File: config.mk
export PLATFORM = sky130hd
export DESIGN_NAME = irq_capture
export DESIGN_NICKNAME = d
export VERILOG_FILES = /design/src/rtl/irqc_pkg.sv /design/src/rtl/irqc_prio_find.sv /design/src/rtl/irqc_req_capture.sv /design/src/rtl/irqc_ack_seq.sv /design/src/rtl/irq_capture.sv
export SDC_FILE = /design/constraint.sdc
export NUM_CORES = 1
export LEC_CHECK = 0
export BUFFER_PORTS_ARGS = -buffer_cell sky130_fd_sc_hd__buf_2
export CORE_MARGIN = 4
export CORE_UTILIZATION = 56
export CTS_CLUSTER_DIAMETER = 80
export DETAILED_ROUTE_END_ITERATION = 6
export GPL_ROUTABILITY_DRIVEN = 0
export HOLD_SLACK_MARGIN = 0.03
export PLACE_DENSITY = 0.95
export REMOVE_ABC_BUFFERS = 1
export SLEW_MARGIN = 10
export SYNTH_ARGS = -nofsm -noshare
export SYNTH_HDL_FRONTEND = slang
export SYNTH_SLANG_ARGS = --single-unit
export TNS_END_PERCENT = 30
File: constraint.sdc
create_clock -name clk -period 4.2 [get_ports clk]
set_clock_uncertainty 0.15 [all_clocks]
set_input_delay 0.84 -clock clk [delete_from_list [all_inputs] [get_ports clk]]
set_output_delay 0.84 -clock clk [all_outputs]
set_load 0.1 [all_outputs]
File: src/rtl/irqc_pkg.sv
package irqc_pkg;
  typedef enum logic {
    SEQ_IDLE  = 1'b0,
    SEQ_WAIT2 = 1'b1
  } seq_state_e;
endpackage

File: src/rtl/irqc_prio_find.sv
// Fixed-priority finder: lowest set index wins.
module irqc_prio_find #(
  parameter int N  = 8,
  parameter int IW = $clog2(N)
) (
  input  logic [N-1:0]  vec,
  output logic          found,
  output logic [IW-1:0] idx
);
  always_comb begin
    found = 1'b0;
    idx   = '0;
    for (int i = N - 1; i >= 0; i--) begin
      if (vec[i]) begin
        found = 1'b1;
        idx   = IW'(i);
      end
    end
  end
endmodule

File: src/rtl/irqc_req_capture.sv
// Per-input request capture with edge arm.
module irqc_req_capture #(
  parameter int N = 8
) (
  input  logic         clk,
  input  logic         rst_n,
  input  logic         cfg_level,
  input  logic [N-1:0] irq_in,
  input  logic [N-1:0] ack_clr,
  output logic [N-1:0] irr
);
  for (genvar g = 0; g < N; g++) begin : g_bit
    logic arm_q, arm_d, arm_en;
    logic req_q, req_d;

    always_comb begin
      arm_en = ~irq_in[g] | ack_clr[g];
      arm_d  = ~irq_in[g];
      req_d  = irq_in[g] & (cfg_level | (arm_q & ~ack_clr[g]));
    end

    always_ff @(posedge clk or negedge rst_n) begin
      if (!rst_n) begin
        arm_q <= 1'b0;
        req_q <= 1'b0;
      end else begin
        if (arm_en) arm_q <= arm_d;
        req_q <= req_d;
      end
    end

    assign irr[g] = req_q;
  end
endmodule

File: src/rtl/irqc_ack_seq.sv
// Two-strobe acknowledge sequencer.
module irqc_ack_seq
  import irqc_pkg::*;
#(
  parameter int N  = 8,
  parameter int IW = $clog2(N)
) (
  input  logic          clk,
  input  logic          rst_n,
  input  logic          ack,
  input  logic          int_req,
  input  logic [IW-1:0] pend_idx,
  output logic [N-1:0]  ack_set,
  output logic [IW-1:0] ack_id,
  output logic          ack_dflt,
  output logic          ack_vld,
  output logic          idle
);
  localparam logic [IW-1:0] DFLT_ID = IW'(N - 1);

  seq_state_e    state_q, state_d;
  logic [IW-1:0] id_q, id_d;
  logic          dflt_q, dflt_d, vld_q, vld_d, sel_en;

  always_comb begin
    state_d = state_q;
    id_d    = id_q;
    dflt_d  = dflt_q;
    vld_d   = 1'b0;
    sel_en  = 1'b0;
    ack_set = '0;
    case (state_q)
      SEQ_IDLE: if (ack) begin
        sel_en  = 1'b1;
        state_d = SEQ_WAIT2;
        if (int_req) begin
          id_d              = pend_idx;
          dflt_d            = 1'b0;
          ack_set[pend_idx] = 1'b1;
        end else begin
          id_d   = DFLT_ID;
          dflt_d = 1'b1;
        end
      end
      SEQ_WAIT2: if (ack) begin
        vld_d   = 1'b1;
        state_d = SEQ_IDLE;
      end
      default: state_d = SEQ_IDLE;
    endcase
  end

  always_ff @(posedge clk or negedge rst_n) begin
    if (!rst_n) begin
      state_q <= SEQ_IDLE;
      id_q    <= '0;
      dflt_q  <= 1'b0;
      vld_q   <= 1'b0;
    end else begin
      state_q <= state_d;
      vld_q   <= vld_d;
      if (sel_en) begin
        id_q   <= id_d;
        dflt_q <= dflt_d;
      end
    end
  end

  assign ack_id   = id_q;
  assign ack_dflt = dflt_q;
  assign ack_vld  = vld_q;
  assign idle     = (state_q == SEQ_IDLE);
endmodule

File: src/rtl/irq_capture.sv
module irq_capture #(
  parameter int N  = 8,
  parameter int IW = $clog2(N)
) (
  input  logic          clk,
  input  logic          rst_n,
  input  logic          cfg_level,
  input  logic [N-1:0]  irq_in,
  input  logic [N-1:0]  mask,
  input  logic          ack,
  input  logic          eoi,
  output logic          int_req,
  output logic          ack_vld,
  output logic [IW-1:0] ack_id,
  output logic          ack_dflt,
  output logic [N-1:0]  irr,
  output logic [N-1:0]  isr
);
  // reset: asynchronous assert, synchronous release
  logic [1:0] rst_pipe_q;
  logic       rst_sync_n;
  always_ff @(posedge clk or negedge rst_n) begin
    if (!rst_n) rst_pipe_q <= 2'b00;
    else        rst_pipe_q <= {rst_pipe_q[0], 1'b1};
  end
  assign rst_sync_n = rst_pipe_q[1];

  logic [N-1:0]  ack_set, eoi_clr, pend, isr_q, isr_d;
  logic          p_found, s_found, seq_idle, isr_en;
  logic [IW-1:0] p_idx, s_idx;

  irqc_req_capture #(.N(N)) u_cap (
    .clk(clk), .rst_n(rst_sync_n), .cfg_level(cfg_level),
    .irq_in(irq_in), .ack_clr(ack_set), .irr(irr)
  );

  assign pend = irr & ~mask;

  irqc_prio_find #(.N(N), .IW(IW)) u_pend_find (
    .vec(pend), .found(p_found), .idx(p_idx)
  );
  irqc_prio_find #(.N(N), .IW(IW)) u_isr_find (
    .vec(isr_q), .found(s_found), .idx(s_idx)
  );

  assign int_req = p_found & (~s_found | (p_idx < s_idx));

  irqc_ack_seq #(.N(N), .IW(IW)) u_seq (
    .clk(clk), .rst_n(rst_sync_n), .ack(ack), .int_req(int_req),
    .pend_idx(p_idx), .ack_set(ack_set), .ack_id(ack_id),
    .ack_dflt(ack_dflt), .ack_vld(ack_vld), .idle(seq_idle)
  );

  always_comb begin
    eoi_clr = '0;
    if (eoi && s_found) eoi_clr[s_idx] = 1'b1;
    isr_d  = (isr_q & ~eoi_clr) | ack_set;
    isr_en = (|eoi_clr) | (|ack_set);
  end

  always_ff @(posedge clk or negedge rst_sync_n) begin
    if (!rst_sync_n) isr_q <= '0;
    else if (isr_en) isr_q <= isr_d;
  end

  assign isr = isr_q;
endmodule

======== After elaboration in Yosys (flattened, before gate mapping) ========
Index checks and enable logic that the tools add are counted.
storage, ports and cells
  flip-flop bits (word level) ............. 32
  latch bits .............................. 0
  bits in writable memories ............... 0
  memory bits (read-only) ................. 0
  input bits .............................. 21
  output and inout bits ................... 22
  word-level logic and storage cells ...... 138
  memories ................................ 0
operators by class
  add/subtract/negate cells ............... 0
  $mul .................................... 0
  div/mod/pow operators ................... 0
  order comparisons ....................... 5
  eq/ne operators ......................... 0
  shifts and indexed selects .............. 0
  multiplexer cells ....................... 47
  bitwise logic cells ..................... 58
  reduce and logical (&&, ||, !) cells .... 6
operators by type and width
  kind                                                         count
  two-way mux 3 bit                                            17
  two-way mux 8 bit                                            4
  two-way mux 1 bit                                            23
  NOT 1 bit                                                    18
  bitwise OR 1 bit                                             18
  AND 1 bit                                                    17
  AND 8 bit                                                    2
  NOT 8 bit                                                    2
  OR reduction 8 bit                                           2
  less-than comparator 3 x 4 -> 1 bit (second input constant)  2
  bitwise OR 8 bit                                             1
  demux 1 bit (select 3 bit)                                   2
  >= comparator 3 x 1 -> 1 bit (second input constant)         2
  logical AND 1 bit                                            3
  less-than comparator 3 bit                                   1
  AND reduction 3 bit                                          1
  case mux 1 bit (2 select lines)                              1

======== Logic depth before layout (Yosys ltp) ========
  depth in word-level cells ............... 21
  gate-level depth with buffers ........... 11
  depth with buffers taken out ............ 10

======== Hierarchy ========
Synthesis repeated with hierarchy kept, for this count alone.
second synthesis, totals
  cell total of the unflattened synthesis .. 160
  area, all modules ....................... 1619.1 um2
by module, submodules not included
  module            times used  cells an instance  area each (um2)  sequential area each (um2)
  irqc_req_capture  1           49                 631.9            400.4
  irq_capture       1           52                 501.7            250.2
  irqc_ack_seq      1           33                 325.3            150.1
  irqc_prio_find    2           13                 80.1             0.0

======== Worst setup path before layout ========
No wires, ideal clock.
  kind .................................... register to output
  start ................................... reg isr_q[0], in the netlist isr[0]
  end ..................................... out int_req
  arrival time ............................ 3775 ps
  data required time ...................... 3210 ps
  setup slack ............................. -565 ps
  cell stages (with the launch flop) ...... 7
  buffers on the path ..................... 0
  cells stage by stage .................... dfrtp_1 -> nor4_4 -> nand2_1 -> ha_1 -> a221oi_1 -> a21oi_1 -> a31oi_1
on the way
  word-level cells in the longest chain between the ends .. 4
  elaborated cells between the ends (all ways) .. 6
  those cells by class .................... order compare: 1; mux: 2; bitwise: 3
ends and longest elaborated chain
  what                                                     RTL line              text
  from (decl)                                              irq_capture.sv:28     logic [N-1:0] ack_set, eoi_clr, pend, isr_q, isr_d;
  from (signal assigned)                                   irq_capture.sv:63     else if (isr_en) isr_q <= isr_d;
  two-way mux 3 bit or two-way mux 1 bit (tied branches)   irqc_prio_find.sv:14  if (vec[i]) begin
  less-than comparator 3 bit or NOT 1 bit (tied branches)  irq_capture.sv:46     assign int_req = p_found & (~s_found | (p_idx < s_idx));
  bitwise OR 1 bit *                                       irq_capture.sv:46
  AND 1 bit *                                              irq_capture.sv:46
  to (decl)                                                irq_capture.sv:12     output logic int_req,
Every way passes the cells marked *; elsewhere a longest branch is shown, timed or not.

======== Worst setup path after layout ========
  start ................................... in mask[4]
  end ..................................... out int_req
on the way
  word-level cells in the longest chain between the ends .. 10
  elaborated cells between the ends (all ways) .. 15
  those cells by class .................... order compare: 1; mux: 10; bitwise: 4
ends and longest elaborated chain
  what                            RTL line              text
  from (decl)                     irq_capture.sv:9      input logic [N-1:0] mask,
  NOT 8 bit *                     irq_capture.sv:37     assign pend = irr & ~mask;
  AND 8 bit *                     irq_capture.sv:37
  two-way mux 3 bit (5 in a row)  irqc_prio_find.sv:14
  less-than comparator 3 bit      irq_capture.sv:46
  bitwise OR 1 bit                irq_capture.sv:46
  AND 1 bit *                     irq_capture.sv:46
Marks and branches as above.

==> results.rst <==
.. list-table::
   :header-rows: 1

   * - Metric
     - Value
   * - Core footprint
     - 2780 µm²
   * - Maximum fanout encountered on the critical timing path
     - 4
   * - Async set or reset register ratio after synthesis
     - 100%
   * - Initial antenna violation count
     - 0
   * - Deepest level of the CTS H-tree
     - 2
   * - Post-layout min period
     - 3.93 ns
   * - Post-DP HPWL
     - 2.88 mm
   * - Post-detailed-route DRC marker count
     - 0
   * - Post-placement setup slack
     - 0.243 ns
   * - Setup slack of the worst register-to-register path
     - 1.41 ns
   * - Setup repair after global routing missed its margin
     - no
   * - Number of global-route vias before repair
     - 1544
   * - Type of the worst setup path
     - in2out
   * - Maximum clock rate
     - 254 MHz
   * - Die X
     - 62.3 µm
   * - Post-synthesis sequential area ratio
     - 48.6%
   * - Wire per inst
     - 15.3 µm
   * - First drt pass iteration count
     - 4
   * - Cell depth of the worst flop-to-flop path
     - 10
   * - Number of antenna diodes
     - 0
   * - First DRT Iteration DRCs
     - 42
   * - Total Die Area
     - 3880 µm²
   * - CTS tree
     - done
   * - Area growth, synth to finish
     - 16.2%
   * - Number of failing hold endpoints at the final stage
     - 0
   * - Normalized max-slew margin
     - 63.5%
   * - Final setup violating endpoints
     - 0
   * - Number of warnings issued by yosys
     - 0
   * - Vias
     - 1450
   * - All-layer global routing usage
     - 21.4%
   * - Maximum number of pins on one net before global-route repair
     - 31
   * - Share of post-route cells with drive strength above 1
     - 27.0%
   * - Number of input and output port buffers inserted
     - 42
   * - Post-layout worst setup margin
     - 0.266 ns
   * - Mapped Area
     - 1650 µm²
   * - Post-CTS Setup Repair Bufs
     - 0
   * - Data arrival time of the critical path
     - 2.94 ns
   * - Max Root-Sink Buffers
     - 2
   * - Worst reg2reg path endpoint
     - isr[0]
   * - Share of the cycle needed by the critical path after routing
     - 93.7%
   * - Worst-Skew Late Latency
     - 0.33 ns
   * - Number of enable-type register cells in the synthesized netlist
     - 0
   * - Via-to-Cell Ratio
     - 5.89
   * - Clock-pin transition on the worst setup and hold timing paths
     - 0.09 ns
   * - Final layout net count
     - 242
   * - Core Rows
     - 19
   * - GR Overflow Total
     - 0
   * - Initial cell density of the core
     - 59.3%
   * - Number of CTS-inserted buffers
     - 5
   * - Prevailing post-synth register cell
     - dfrtp_1
   * - Total count of max-transition violations in the final report
     - 0
   * - Actual transition at the worst max-transition pin
     - 0.547 ns
   * - Portion of synthesized cell area occupied by the leading cell type
     - 48.6%
   * - Mapped Cells
     - 175
   * - Number of max-cap violations
     - 0
   * - Critical Path End Type
     - output pin
   * - Clock Sink Count
     - 32
   * - Worst reg2reg startpoint
     - u_cap.g_bit[4].req_q
   * - Post-Synthesis Mean Instance Area
     - 9.42 µm²
   * - Type of origin of the critical path
     - input port
   * - Status
     - finished, final reports clean
   * - Post-synthesis cell type with the largest combined area
     - dfrtp_1
   * - Vertical extent of the die
     - 62.3 µm
   * - Area contributors post-synth
     - dfrtp_1 49%, o21ai_0 5.8%, nor2b_1 4.9%
   * - Clk Tree Root Cell
     - clkbuf_4
   * - Total of flip-flops plus latches after synthesis
     - 32
   * - Routed WL
     - 3.77 mm
   * - Type of the most critical hold path
     - reg2async
   * - First-pass GRT wire length
     - 6.80 mm
   * - Top Ports
     - 43
   * - CP required
     - 3.21 ns
   * - Number of nets with antenna violations after routing
     - 0
   * - Number of different library cells in the post-synthesis netlist
     - 39
   * - CTS Hold Bufs
     - 0
   * - Resized Gates After CTS
     - 0
-- cell families after synthesis --
family | count (synthesis) | share of synthesized area (%)
flops | 32 | 48.6
buf+inv | 24 | 7.36
compound gates | 50 | 20.6
other cells | 1 | 0.227
fa+ha+maj | 4 | 3.04
simple gates | 64 | 20.2
-- layout make-up --
type                    instances  area [µm²]
fillers                       210         865
flip-flops and latches         32         801
multi-input cells             119         739
repair buffers                 45         248
inverters                      14        52.6
well taps                      31        38.8
clock buffers                   5        37.5
-- state kept, by name, summed over array words and instances, names as in the netlist --
| name | cells |
|---|---|
| u_cap.g_bit.req_q | 8 |
| u_seq.ack_id | 3 |
| rst_pipe_q | 2 |
| u_seq.ack_dflt | 1 |
| u_seq.ack_vld | 1 |
| isr | 8 |
| u_seq.state_q | 1 |
| u_cap.g_bit.arm_q | 8 |
-- cell usage in the layout, fill, tap and decap left out, types with 4 or more instances in the layout --
master	instances
nand2b_1	4
a21oi_1	5
buf_2	41
nor2_1	12
inv_1	14
nand2_1	18
nor2b_1	12
clkbuf_4	5
nand3_1	5
dfrtp_1	32
ha_1	4
nor3_1	6
o21ai_0	19
-- worst max-delay path: stages --
cell and delay (ns):
buf_2 0.10, nor2b_1 0.07, nor4_1 0.31, buf_4 0.18
nor2_1 0.04, ha_1 0.30, a221oi_1 0.49, a21oi_2 0.17
a31oi_2 0.24, buf_12 0.20
-- metal layers --
layer  routed length (µm)  track usage [%]  vias to the layer above
li1                     -                -                      693
met1                 1560             26.5                      681
met2                 1850             34.8                       64
met3                  273             6.49                       12
met4                   92             8.49                        0
met5                    0                0                        -
-- how the worst max path moves through the flow --
stage / start / end
floorplan: u_cap.g_bit[4].req_q / int_req
global placement: mask[6] / int_req
detailed placement: mask[4] / int_req
CTS: mask[6] / int_req
global route: mask[3] / int_req
finish: mask[4] / int_req
-- metrics by stage --
stage,hold slack (ns),setup TNS (ns),utilization (%),std cells,area [µm²]
floorplan,0.181,-0.684,-,165,1580
global placement,0.103,0,67.1,241,1870
detailed placement,0.114,0,67.1,241,1870
CTS,0.111,0,68.5,246,1900
global route,0.116,0,68.9,246,1920
finish,0.0904,0,68.9,246,1920
-- synthesized netlist by cell type, types with 2 or more instances --
master	n
nand3_1	5
nor2b_1	13
a21o_1	3
buf_4	8
o31ai_1	2
nor3_1	6
a2bb2oi_1	3
nand2b_1	4
o21ai_0	19
nor2_1	12
nand2_1	18
o22a_1	3
dfrtp_1	32
a21oi_1	6
inv_1	14
ha_1	4
Power is left out: the tool's default activity adds up to more than one toggle a clock period on the data nets, which glitch-free logic cannot reach.
